## src/rtl/rxf_pkg.sv

```systemverilog
package rxf_pkg;

  localparam logic [31:0] CRC_POLY = 32'hEDB88320;

  typedef enum logic [1:0] {
    LD_IDLE,
    LD_WAIT,
    LD_HASH
  } ld_state_e;

  // one byte of reflected CRC-32, least significant bit first
  function automatic logic [31:0] crc_byte(input logic [31:0] c, input logic [7:0] d);
    logic [31:0] r;
    r = c;
    for (int i = 0; i < 8; i++) begin
      r = (r[0] ^ d[i]) ? ((r >> 1) ^ CRC_POLY) : (r >> 1);
    end
    return r;
  endfunction

endpackage

```

## src/rtl/rxf_crc_chain.sv

```systemverilog
module rxf_crc_chain #(
  parameter int NBYTES = 6,
  parameter int IDX_W  = 6
) (
  input  logic [8*NBYTES-1:0] data,
  output logic [IDX_W-1:0]    idx
);
  import rxf_pkg::*;

  logic [31:0] stage [NBYTES+1];

  assign stage[0] = '1;

  for (genvar g = 0; g < NBYTES; g++) begin : g_byte
    assign stage[g+1] = crc_byte(stage[g], data[8*NBYTES-1-8*g -: 8]);
  end

  assign idx = stage[NBYTES][IDX_W+1:2];

endmodule

```

## src/rtl/rxf_hash_loader.sv

```systemverilog
module rxf_hash_loader #(
  parameter int ADDR_W    = 48,
  parameter int LEN_W     = 16,
  parameter int HASH_BITS = 6,
  parameter int MAX_MC    = 64
) (
  input  logic                      clk,
  input  logic                      rst_n,
  input  logic                      list_start,
  input  logic [LEN_W-1:0]          list_len,
  input  logic                      mc_valid,
  input  logic [ADDR_W-1:0]         mc_addr,
  output logic                      mc_ready,
  output logic                      list_done,
  output logic [(1<<HASH_BITS)-1:0] table_o
);
  import rxf_pkg::*;

  localparam int NBYTES = ADDR_W / 8;
  localparam int TBL_W  = 1 << HASH_BITS;
  localparam int CNT_W  = $clog2(MAX_MC + 1);
  localparam int K_W    = $clog2(NBYTES);

  ld_state_e          st_q, st_n;
  logic [CNT_W-1:0]   rem_q, rem_n;
  logic [K_W-1:0]     k_q, k_n;
  logic [31:0]        crc_q, crc_n;
  logic [ADDR_W-1:0]  addr_q, addr_n;
  logic [TBL_W-1:0]   tbl_q, tbl_n;
  logic               done_q, done_n;
  logic [LEN_W-1:0]   quot;
  logic [CNT_W-1:0]   cnt_cap;
  logic [31:0]        step;

  assign quot    = list_len / LEN_W'(NBYTES);
  assign cnt_cap = (quot > LEN_W'(MAX_MC)) ? CNT_W'(MAX_MC) : quot[CNT_W-1:0];
  assign step    = crc_byte(crc_q, addr_q[ADDR_W-1-8*k_q -: 8]);

  always_comb begin
    st_n   = st_q;
    rem_n  = rem_q;
    k_n    = k_q;
    crc_n  = crc_q;
    addr_n = addr_q;
    tbl_n  = tbl_q;
    done_n = 1'b0;
    case (st_q)
      LD_WAIT: begin
        if (rem_q == '0) begin
          done_n = 1'b1;
          st_n   = LD_IDLE;
        end else if (mc_valid) begin
          addr_n = mc_addr;
          crc_n  = '1;
          k_n    = '0;
          st_n   = LD_HASH;
        end
      end
      LD_HASH: begin
        crc_n = step;
        k_n   = k_q + 1'b1;
        if (k_q == K_W'(NBYTES - 1)) begin
          tbl_n[step[HASH_BITS+1:2]] = 1'b1;
          rem_n = rem_q - 1'b1;
          st_n  = LD_WAIT;
        end
      end
      default: ;
    endcase
    if (list_start) begin
      tbl_n = '0;
      rem_n = cnt_cap;
      st_n  = LD_WAIT;
    end
  end

  always_ff @(posedge clk or negedge rst_n) begin
    if (!rst_n) begin
      st_q   <= LD_IDLE;
      rem_q  <= '0;
      k_q    <= '0;
      crc_q  <= '0;
      addr_q <= '0;
      tbl_q  <= '0;
      done_q <= 1'b0;
    end else begin
      st_q   <= st_n;
      rem_q  <= rem_n;
      k_q    <= k_n;
      crc_q  <= crc_n;
      addr_q <= addr_n;
      tbl_q  <= tbl_n;
      done_q <= done_n;
    end
  end

  assign mc_ready  = (st_q == LD_WAIT) && (rem_q != '0);
  assign list_done = done_q;
  assign table_o   = tbl_q;


  hash_busy_chk: assert property (@(posedge clk) disable iff (!rst_n)
    (mc_valid && mc_ready && !list_start) |=> !mc_ready);


  done_pulse_chk: assert property (@(posedge clk) disable iff (!rst_n)
    list_done |=> !list_done);

endmodule

```

## src/rtl/rxf_decide.sv

```systemverilog
module rxf_decide #(
  parameter int ADDR_W    = 48,
  parameter int LEN_W     = 16,
  parameter int HASH_BITS = 6,
  parameter int MIN_FLOOR = 5
) (
  input  logic                      clk,
  input  logic                      rst_n,
  input  logic                      cfg_promisc,
  input  logic                      cfg_bcast_off,
  input  logic                      cfg_mcast_en,
  input  logic [7:0]                cfg_min_len,
  input  logic [ADDR_W-1:0]         station_addr,
  input  logic [(1<<HASH_BITS)-1:0] table_i,
  input  logic                      frm_valid,
  input  logic [ADDR_W-1:0]         frm_dst,
  input  logic [LEN_W-1:0]          frm_len,
  output logic                      dec_valid,
  output logic                      dec_accept,
  output logic                      dec_group
);
  localparam int NBYTES = ADDR_W / 8;

  logic [HASH_BITS-1:0] idx;
  logic [7:0]           min_eff;
  logic                 too_short, is_bc, is_mc, acc, grp;
  logic                 vld_q, acc_q, grp_q;

  rxf_crc_chain #(.NBYTES(NBYTES), .IDX_W(HASH_BITS)) u_chain (
    .data (frm_dst),
    .idx  (idx)
  );

  assign min_eff   = (cfg_min_len < 8'(MIN_FLOOR)) ? 8'(MIN_FLOOR) : cfg_min_len;
  assign too_short = frm_len < LEN_W'(min_eff);
  assign is_bc     = &frm_dst;
  assign is_mc     = frm_dst[ADDR_W-8];

  always_comb begin
    acc = 1'b0;
    grp = 1'b0;
    if (too_short) begin
      acc = 1'b0;
    end else if (cfg_promisc) begin
      acc = 1'b1;
    end else if (is_bc) begin
      acc = !cfg_bcast_off;
      grp = !cfg_bcast_off;
    end else if (is_mc) begin
      acc = cfg_mcast_en && table_i[idx];
      grp = cfg_mcast_en && table_i[idx];
    end else begin
      acc = (frm_dst == station_addr);
    end
  end

  always_ff @(posedge clk or negedge rst_n) begin
    if (!rst_n) begin
      vld_q <= 1'b0;
      acc_q <= 1'b0;
      grp_q <= 1'b0;
    end else begin
      vld_q <= frm_valid;
      if (frm_valid) begin
        acc_q <= acc;
        grp_q <= grp;
      end
    end
  end

  assign dec_valid  = vld_q;
  assign dec_accept = acc_q;
  assign dec_group  = grp_q;


  short_rej_chk: assert property (@(posedge clk) disable iff (!rst_n)
    (frm_valid && frm_len < LEN_W'(MIN_FLOOR)) |=> (dec_valid && !dec_accept && !dec_group));


  promisc_acc_chk: assert property (@(posedge clk) disable iff (!rst_n)
    (frm_valid && cfg_promisc && frm_len >= LEN_W'(MIN_FLOOR) && frm_len >= LEN_W'(cfg_min_len))
    |=> (dec_accept && !dec_group));


  bcast_off_chk: assert property (@(posedge clk) disable iff (!rst_n)
    (frm_valid && !cfg_promisc && cfg_bcast_off && (&frm_dst)) |=> !dec_accept);


  ucast_miss_chk: assert property (@(posedge clk) disable iff (!rst_n)
    (frm_valid && !cfg_promisc && !frm_dst[ADDR_W-8] && frm_dst != station_addr) |=> !dec_accept);

endmodule

```

## src/rtl/rx_addr_filter.sv

```systemverilog
module rx_addr_filter #(
  parameter int ADDR_W    = 48,
  parameter int LEN_W     = 16,
  parameter int HASH_BITS = 6,
  parameter int MAX_MC    = 64,
  parameter int MIN_FLOOR = 5
) (
  input  logic              clk,
  input  logic              rst_n,
  input  logic              cfg_promisc,
  input  logic              cfg_bcast_off,
  input  logic              cfg_mcast_en,
  input  logic [7:0]        cfg_min_len,
  input  logic [ADDR_W-1:0] station_addr,
  input  logic              list_start,
  input  logic [LEN_W-1:0]  list_len,
  input  logic              mc_valid,
  input  logic [ADDR_W-1:0] mc_addr,
  output logic              mc_ready,
  output logic              list_done,
  input  logic              frm_valid,
  input  logic [ADDR_W-1:0] frm_dst,
  input  logic [LEN_W-1:0]  frm_len,
  output logic              dec_valid,
  output logic              dec_accept,
  output logic              dec_group
);
  localparam int TBL_W = 1 << HASH_BITS;

  logic [1:0]       rst_sync;
  logic             rst_i_n;
  logic [TBL_W-1:0] tbl;

  always_ff @(posedge clk or negedge rst_n) begin
    if (!rst_n) rst_sync <= 2'b00;
    else        rst_sync <= {rst_sync[0], 1'b1};
  end
  assign rst_i_n = rst_sync[1];

  rxf_hash_loader #(
    .ADDR_W(ADDR_W), .LEN_W(LEN_W), .HASH_BITS(HASH_BITS), .MAX_MC(MAX_MC)
  ) u_load (
    .clk        (clk),
    .rst_n      (rst_i_n),
    .list_start (list_start),
    .list_len   (list_len),
    .mc_valid   (mc_valid),
    .mc_addr    (mc_addr),
    .mc_ready   (mc_ready),
    .list_done  (list_done),
    .table_o    (tbl)
  );

  rxf_decide #(
    .ADDR_W(ADDR_W), .LEN_W(LEN_W), .HASH_BITS(HASH_BITS), .MIN_FLOOR(MIN_FLOOR)
  ) u_dec (
    .clk           (clk),
    .rst_n         (rst_i_n),
    .cfg_promisc   (cfg_promisc),
    .cfg_bcast_off (cfg_bcast_off),
    .cfg_mcast_en  (cfg_mcast_en),
    .cfg_min_len   (cfg_min_len),
    .station_addr  (station_addr),
    .table_i       (tbl),
    .frm_valid     (frm_valid),
    .frm_dst       (frm_dst),
    .frm_len       (frm_len),
    .dec_valid     (dec_valid),
    .dec_accept    (dec_accept),
    .dec_group     (dec_group)
  );

endmodule

```

## config.mk

```make
export PLATFORM = sky130hd
export DESIGN_NAME = rx_addr_filter
export DESIGN_NICKNAME = d
export VERILOG_FILES = /design/src/rtl/rxf_pkg.sv /design/src/rtl/rxf_crc_chain.sv /design/src/rtl/rxf_hash_loader.sv /design/src/rtl/rxf_decide.sv /design/src/rtl/rx_addr_filter.sv
export SDC_FILE = /design/constraint.sdc
export NUM_CORES = 1
export LEC_CHECK = 0
export CORE_MARGIN = 2
export CORE_UTILIZATION = 53
export CTS_BUF_LIST = sky130_fd_sc_hd__clkbuf_4 sky130_fd_sc_hd__clkbuf_8 sky130_fd_sc_hd__clkbuf_16
export CTS_CLUSTER_DIAMETER = 200
export DETAILED_ROUTE_END_ITERATION = 10
export GPL_TIMING_DRIVEN = 0
export PLACE_DENSITY = 0.89
export SLEW_MARGIN = 20
export SYNTH_ARGS = -nofsm -noshare
export SYNTH_HDL_FRONTEND = slang
export SYNTH_SLANG_ARGS = --single-unit
```

## constraint.sdc

```tcl
create_clock -name clk -period 14.4 [get_ports clk]
set_input_delay 2.88 -clock clk [delete_from_list [all_inputs] [get_ports clk]]
set_output_delay 2.88 -clock clk [all_outputs]
set_load 0.01 [all_outputs]
```

==> results.txt, run 1 <==
- H-tree level count: 4
- Max-cap violations in this run came to 0.
- Critical path, cell by cell: clkdlybuf4s50_1 > ha_1 > xor3_1 > xnor3_1 > xnor3_1 > xnor2_1 > xor2_1 > xnor2_1 > xnor3_1 > xor2_1 > mux4_2 > nor3_1 > a211oi_1 > o2111a_1 > o2bb2ai_2
* Post-synthesis register bit count: 162
* Shortest clock period the worst path allows after layout: 8030 ps
- TritonCTS created 17 clock buffers.
- The average instance in the mapped netlist occupies 9.59 um^2.
* Overflow left after global routing: 0
- Row generation in the floorplan step produced 55 rows.
- Synthesized-area fraction occupied by adder cells: 1.53%
- Clock-pin transition on the worst setup and hold timing paths: 70 ps
- Setup repair after global routing left no endpoint under its margin.
* Detailed-router iteration count before antenna repair: 5
* Core ar.: 22600 um^2
- STA classifies the critical path startpoint as an input port.
- Crit path max fanout: 5
- Derived from the worst setup path, the maximum achievable clock frequency is 0.125 GHz.
- Max Buffers Root-to-Sink: 2
- Die span in y: 156 um
- Area share of xor/xnor cells in the synthesized design: 28.8%
- The first global-routing pass estimated 55400 um of wire.
- The share of synthesized area in the top cell type comes to 33.1%.
- The synthesized netlist devotes 10.8% of its cell area to compound gates.
- Gates resized during post-CTS repair numbered 0.
- In this run the count of I/O pins placed on the die edge is 197.
* Maximum number of pins on one net before global-route repair: 55
- Worst clock skew: 15.8 ps
- The final layout contains routed wiring with a total length of 34700 um.
- Cell types occupying the most area after synthesis: sky130_fd_sc_hd__dfrtp_1, sky130_fd_sc_hd__xnor2_1, sky130_fd_sc_hd__xnor3_1
- DR DRC count: 0
- Slowest stage cell, crit path: sky130_fd_sc_hd__xor2_1
- The detailed router finished its first iteration with 1001 violations.
- The worst setup path is captured at a flop.
- For this block, the via count after detailed routing is 10700.
* Startpoint-to-endpoint class of the critical path: in2reg
- After detailed routing, the number of vias per cell comes to 6.00.
- # port buffers: 180
* WL per Instance: 19.5 um
- Simple-gate share of the synthesized area: 16.1%
- Global routing used 5.22% of the available met3 tracks.
* Antenna-violating nets left: 0
- 0 antenna diodes ended up in the layout.
- Number of antenna violations at the first check in global routing: 0
* Total of fill cells in the finished design: 1552
- Area taken by multi-input logic gates: 7790 um^2
- Class of the tightest hold or removal check: reg2async
- For this run, the number of Yosys warnings is 0.
- Half-perimeter wire length after placement: 25500 um
- Async set-or-reset flop fraction in the synthesized netlist: 100%
- Final estimated routing congestion in global placement: 0.920
* Synthesized netlist cell count: 1278
- Worst-skew pair later-pin latency: 440 ps
- The global routing stage identified its most utilized layer as met2.
* Number of different library cells in the post-synthesis netlist: 75
- The hold violation count in the final report was 0.
* Sum of negative setup slack: 0 ps
- The number of global-route vias before repair came to 10800.
- The run finished with clean final reports.
* Sequential-to-total area share from yosys stat: 33.1%
* Post-synth top flop: sky130_fd_sc_hd__dfrtp_1
- Final count of negative-setup-slack endpoints: 0
- Floorplan die width: 156 um
- In this design, the stage delay of the slowest critical-path cell is 710 ps.
- Yosys top cell by area: sky130_fd_sc_hd__dfrtp_1
* Buffer type at the clock tree root: sky130_fd_sc_hd__clkbuf_16
- Total number of clock tree sinks: 162
- The final layout contains 1687 nets.
- Met2 Track Usage GR: 48.6%
- Quantity of hold-fixing buffers added after cts: 0
* Total die area: 24400 um^2
- The count of pins over their slew limit came to 0.
- Share of post-route cells with drive strength above 1: 7.37%
* EDFF count, synth: 0
* Initial core utilization: 54.1%
- Area of the mapped netlist: 12300 um^2
* Max-slew headroom at the worst pin: 24.6%
- Number of setup buffers added after CTS: 0
* Total nets after synthesis: 1485
- For the worst setup path, the data arrival time is 8390 ps.
- Least-Margin Pin Slew: 1120 ps
- Clock tree from TritonCTS: built
- After layout, the worst path uses 55.8% of the clock period.
* Global-route met1 utilization: 37.9%
* Required time of the critical path: 14760 ps
* Most common cell on crit path: sky130_fd_sc_hd__xnor3_1
- Register cell area after layout: 4060 um^2
- Global routing used 28.7% of the available tracks across all layers.
- The portion of synthesized area spent on multiplexers is 6.28%.
- Area added between synthesis and finish: 23.3%
- Dominant combinational cell family by area after synthesis: XOR/XNOR gates
[through the flow]
| stage | hold slack, ps | instances | utilization (%) | instance area, um^2 | setup slack, ps |
|---|---|---|---|---|---|
| after floorplan | 331 | 1278 | - | 12300 | 7260 |
| after global placement | 336 | 1743 | 63.7 | 14400 | 6310 |
| after detailed placement | 255 | 1746 | 64.0 | 14500 | 6030 |
| after CTS | 261 | 1778 | 66.7 | 15100 | 6450 |
| after global routing | 281 | 1778 | 66.7 | 15100 | 6180 |
| final | 244 | 1778 | 66.7 | 15100 | 6370 |
[synth_stat cells (all sizes together), types with 5 or more instances]
| master | n |
|---|---|
| dfrtp | 162 |
| o2bb2ai | 8 |
| xnor2 | 174 |
| nand2b | 12 |
| buf | 18 |
| ha | 15 |
| nor2 | 118 |
| inv | 24 |
| nand3 | 16 |
| nor4 | 14 |
| nor3 | 43 |
| o21a | 6 |
| mux4 | 24 |
| xor3 | 8 |
| xnor3 | 41 |
| xor2 | 80 |
| nand4 | 22 |
| nor2b | 16 |
| a22oi | 10 |
| and2 | 5 |
| clkbuf | 53 |
| a31o | 5 |
| o21ai | 35 |
| mux2i | 12 |
| mux2 | 8 |
| nand2 | 174 |
| a21oi | 105 |
[area by class of cell]
class                      instances  area share [%]
buffer                            71            2.08
clock buffer                      17            2.82
clock inverter                    15            1.25
inverter                          25           0.621
multi-input combinational       1020            51.6
sequential                       162            26.9
tap                              285            2.36
timing repair buffer             183            12.4
[flip-flops by register name (all words and copies together) (netlist names)]
register          cells
u_load.rem_q          7
u_dec.dec_accept      1
u_load.list_done      1
u_load.table_o       64
rst_sync              2
u_load.crc_q         32
u_load.k_q            3
u_dec.dec_group       1
u_load.st_q           2
u_load.addr_q        48
u_dec.dec_valid       1
[placed cells by master (no fill, tap or decap), drive strengths merged, types with 7 or more instances in the layout]
master	netlist	routed
a21oi	105	105
a22oi	10	10
buf	18	21
clkbuf	53	70
clkdlybuf4s50	0	180
clkinv	1	7
dfrtp	162	162
ha	15	15
inv	24	31
mux2	8	8
mux2i	12	12
mux4	24	24
nand2	174	174
nand2b	12	12
nand3	16	16
nand4	22	22
nor2	118	118
nor2b	16	16
nor3	43	43
nor4	14	14
o21ai	35	35
o2bb2ai	8	8
xnor2	174	174
xnor3	41	41
xor2	80	80
xor3	8	8
[worst max-delay path: cells and delay by family]
kind	cells	cell delay [ps]
xor+xnor	8	3350
compound gates	3	510
mux	1	660
simple gates	1	160
buf+inv	1	440
fa+ha+maj	1	390
[logic make-up after synthesis]
family	Yosys count
compound gates	216
buf+inv	96
fa+ha+maj	15
simple gates	441
flops	162
other cells	1
mux	44
xor+xnor	303
[per-layer routing]
| layer | wire (um) | vias to the layer above |
|---|---|---|
| li1 | - | 4819 |
| met1 | 14000 | 5153 |
| met2 | 17000 | 615 |
| met3 | 2970 | 85 |
| met4 | 733 | 0 |
| met5 | 0 | - |
[final timing paths]
check / from / end / slack [ps] / depth (start not counted)
setup / recovery: frm_dst[42] / u_dec.dec_accept$_DFFE_PN0P_ / 6370 / 15
hold reg to reg: rst_sync[1]$_DFF_PN0_ / u_dec.dec_valid$_DFF_PN0_ / 240 / 0
setup reg to reg: u_load.k_q[1]$_DFFE_PN0P_ / u_load.table_o[29]$_DFFE_PN0P_ / 8580 / 13
hold / removal: rst_sync[1]$_DFF_PN0_ / u_dec.dec_valid$_DFF_PN0_ / 240 / 0
min in group clk: rst_sync[0]$_DFF_PN0_ / rst_sync[1]$_DFF_PN0_ / 350 / 0
max in group asynchronous: rst_n / rst_sync[1]$_DFF_PN0_ / 11660 / 1
Power of run 1 is not shown: default switching activity piles up to over one toggle a cycle in this logic, so the estimate is an artifact.
==> run 2, diff against run 1 <==
==> constraint.sdc (replaced) <==
create_clock -name clk -period 8 [get_ports clk]
set_input_delay 1.6 -clock clk [delete_from_list [all_inputs] [get_ports clk]]
set_output_delay 1.6 -clock clk [all_outputs]
set_load 0.01 [all_outputs]
==> results of run 2 <==
The final DEF is identical to that of run 1. Status: finished, final reports clean.
Among the figures that moved: setup slack after placement 6030 ps -> 906 ps; setup slack after layout 6370 ps -> 1250 ps; register-to-register setup slack 8580 ps -> 2180 ps
Power of run 2 is left out for the same reason.
==> run 3, diff against run 2 <==
==> constraint.sdc (replaced) <==
create_clock -name clk -period 6.46 [get_ports clk]
set_input_delay 1.292 -clock clk [delete_from_list [all_inputs] [get_ports clk]]
set_output_delay 1.292 -clock clk [all_outputs]
set_load 0.01 [all_outputs]
==> run 3 against run 2 <==
  * Global-route usage is the same
  * Clock skew is 2.1 ps higher
  * First-iteration DRC count is 8.7% higher
  * Design area rose by 0.13%
  * Die area is the same
  * Critical endpoint unchanged
==> results.txt, run 3 (synthesis gave the netlist of run 1 again) <==
- Most common cell on crit path: sky130_fd_sc_hd__xnor3_1
- The number of global-route vias before repair was 10800.
- In the layout the commonest cells are sky130_fd_sc_hd__clkdlybuf4s50_1, sky130_fd_sc_hd__nand2_1, sky130_fd_sc_hd__dfrtp_1.
* Quantity of hold-fixing buffers added after cts: 0
* Outcome: finished, final reports clean
* Worst clock skew: 17.9 ps
* Max-cap viol count: 0
- Measured against its own limit, the worst slew margin works out to 23.6%.
* Vias after detailed routing: 10800
* Class of the tightest hold or removal check: reg2async
* Share of post-route cells with drive strength above 1: 7.57%
- Reg2Reg Depth: 13
- Clock-pin slew was measured on the worst setup and hold paths at 70 ps.
* Number of core rows: 55
- The first detailed-routing pass ran for 5 iterations.
- The largest single stage delay on the critical path is 630 ps.
- Relative to the synthesized area, the layout overhead comes to 23.4%.
* Sum of negative setup slack: 0 ps
- Critical path, cell by cell: clkdlybuf4s50_1 > ha_1 > xor3_1 > xnor3_1 > xnor3_1 > xnor2_1 > xor2_1 > xnor2_1 > xnor3_1 > xor2_2 > mux4_2 > nor3_1 > a211oi_2 > o2111a_1 > o2bb2ai_2
- Number of top-level design ports: 197
- Endpoint type of the worst setup path: flop
- Post-place setup slack: -326 ps
- Antenna-violating nets left: 0
* Overflow left after global routing: 0
* Critical register-to-register path startpoint: u_load.k_q[0]$_DFFE_PN0P_
- Derived from the worst setup path, the maximum achievable clock frequency is 0.156 GHz.
- The number of buffers and inverters on the critical path is 1.
* Worst setup path start: frm_dst[42]
- Of all nets on the critical path, the largest fanout is 5.
- STA puts the critical path data arrival time at 6770 ps.
- Number of cells on the critical path: 15
* Number of antenna violations at the first check in global routing: 0
- The register with the most flip-flops in the layout has 64 of them.
- Across every metal layer, demand over resource in global routing totals 28.7%.
- The worst setup path is launched from an input port.
* Total number of clock tree sinks: 162
* Minimum setup slack in the final design: 52.1 ps
- The hold violation count in the final report is 0.
* Total of fill cells in the finished design: 1553
- Following the worst setup path forward leads to its endpoint at u_dec.dec_accept$_DFFE_PN0P_.
- Counting along the longest clock path gives a buffer depth of 2.
* Placed Instance Area: 14500 um^2
- Measured along the y axis, the die boundary spans 156 um.
- Floorplan die width: 156 um
- At the pin with the least slew margin, the transition time is 1140 ps.
* Number of buffers created by CTS: 17
* Initial core utilization: 54.1%
- The critical path in this run is classified as in2reg.
- In this run the number of H-tree levels came out at 4.
- Total Wirelength: 35100 um
- The endpoint identified for the worst register-to-register timing path is u_load.table_o[9]$_DFFE_PN0P_.
- Buffers placed on the I/O ports in this run total 180.
- Shortest clock period the worst path allows after layout: 6410 ps
* Final slew viol count: 0
* First-pass GRT wire length: 55400 um
* Final estimated routing congestion in global placement: 0.920
- TritonCTS built the clock tree.
- Among cell families on the critical path, the largest total delay comes from XOR/XNOR gates.
* Cell total after placement: 1746
* Worst-skew pair later-pin latency: 440 ps
* Final count of negative-setup-slack endpoints: 0
- After detailed routing, the number of remaining DRC violations is 0.
* Post-route non-filler standard cell count: 1778
- In this run the standard cell core region covers 22600 um^2.
* Slowest stage cell, crit path: sky130_fd_sc_hd__mux4_2
- Commonest non-fill, non-tap cell in the layout: sky130_fd_sc_hd__clkdlybuf4s50_1
- Across all register-to-register paths, the minimum setup slack is 680 ps.
* Diode count: 0
* Number of violations reported at the end of detailed-routing iteration 0: 1088
- Total die area: 24400 um^2
- WL per Instance: 19.7 um
- Drt via density: 6.06
- Maximum number of pins on one net before global-route repair: 55
- Required time of the critical path: 6820 ps
- The tree is rooted in a sky130_fd_sc_hd__clkbuf_16.
* Layout Cell Area excl Fill: 15100 um^2
- Once detailed placement completed, the half-perimeter wirelength came to 25500 um.
- Post-route clock period utilization: 99.2%
- At the end of the flow, the number of nets in the layout was 1687.
run 3: cell types whose count changed in the layout (fill, tap and decap cells not counted):
| cell | previous run | this run |
|---|---|---|
| sky130_fd_sc_hd__xor2_1 | 78 | 77 |
| sky130_fd_sc_hd__a211oi_2 | 0 | 1 |
| sky130_fd_sc_hd__xor2_2 | 1 | 2 |
| sky130_fd_sc_hd__a211oi_1 | 3 | 2 |
| sky130_fd_sc_hd__xnor2_2 | 11 | 12 |
| sky130_fd_sc_hd__xnor2_1 | 159 | 158 |
run 3: final cells by class:
class                      count  area, um^2  share of cell area (%)
tap                          285         357                    2.36
timing repair buffer         183        1880                    12.4
clock inverter                15         189                    1.25
inverter                      25        93.8                   0.620
buffer                        71         314                    2.08
sequential                   162        4060                    26.8
multi-input combinational   1020        7810                    51.7
clock buffer                  17         425                    2.81
run 3: worst min path at each step:
stage                          start                      endpoint
6_report       rst_sync[1]$_DFF_PN0_  u_dec.dec_accept$_DFFE_PN0P_
5_1_grt        rst_sync[1]$_DFF_PN0_  u_dec.dec_accept$_DFFE_PN0P_
4_1_cts        rst_sync[1]$_DFF_PN0_     u_dec.dec_valid$_DFF_PN0_
3_5_place_dp   rst_sync[1]$_DFF_PN0_     u_dec.dec_valid$_DFF_PN0_
3_3_place_gp   rst_sync[0]$_DFF_PN0_         rst_sync[1]$_DFF_PN0_
2_1_floorplan  rst_sync[0]$_DFF_PN0_         rst_sync[1]$_DFF_PN0_
run 3: worst reg2reg max path, delay by kind of cell, from the launching register on:
family	cells	cell delay, ps
AOI/OAI and AO/OA	3	820
xor gates and xnor gates	4	1980
buffers and inverters	2	1110
DFF	1	380
muxes	1	410
and+or+nand+nor	3	1000
run 3: timing repair:
| action | in CTS | in global routing |
|---|---|---|
| gates resized for setup | 0 | 3 |
| buffers inserted | 0 | 0 |
| endpoints found under the setup margin | 0 | 2 |
run 3: per-layer routing:
layer,track usage (%),vias up,wire [um]
met5,0,-,0
met4,8.48,0,710
met3,5.22,86,3300
met2,48.6,671,17200
met1,37.9,5194,13900
li1,-,4821,-
run 3: metrics by stage:
stage / hold slack [ps] / utilization, %
after global routing: 281 / 66.8
after CTS: 261 / 66.7
after global placement: 336 / 63.7
final: 247 / 66.8
after detailed placement: 255 / 64.0
after floorplan: 331 / -
Power of run 3 is left out for the same reason.
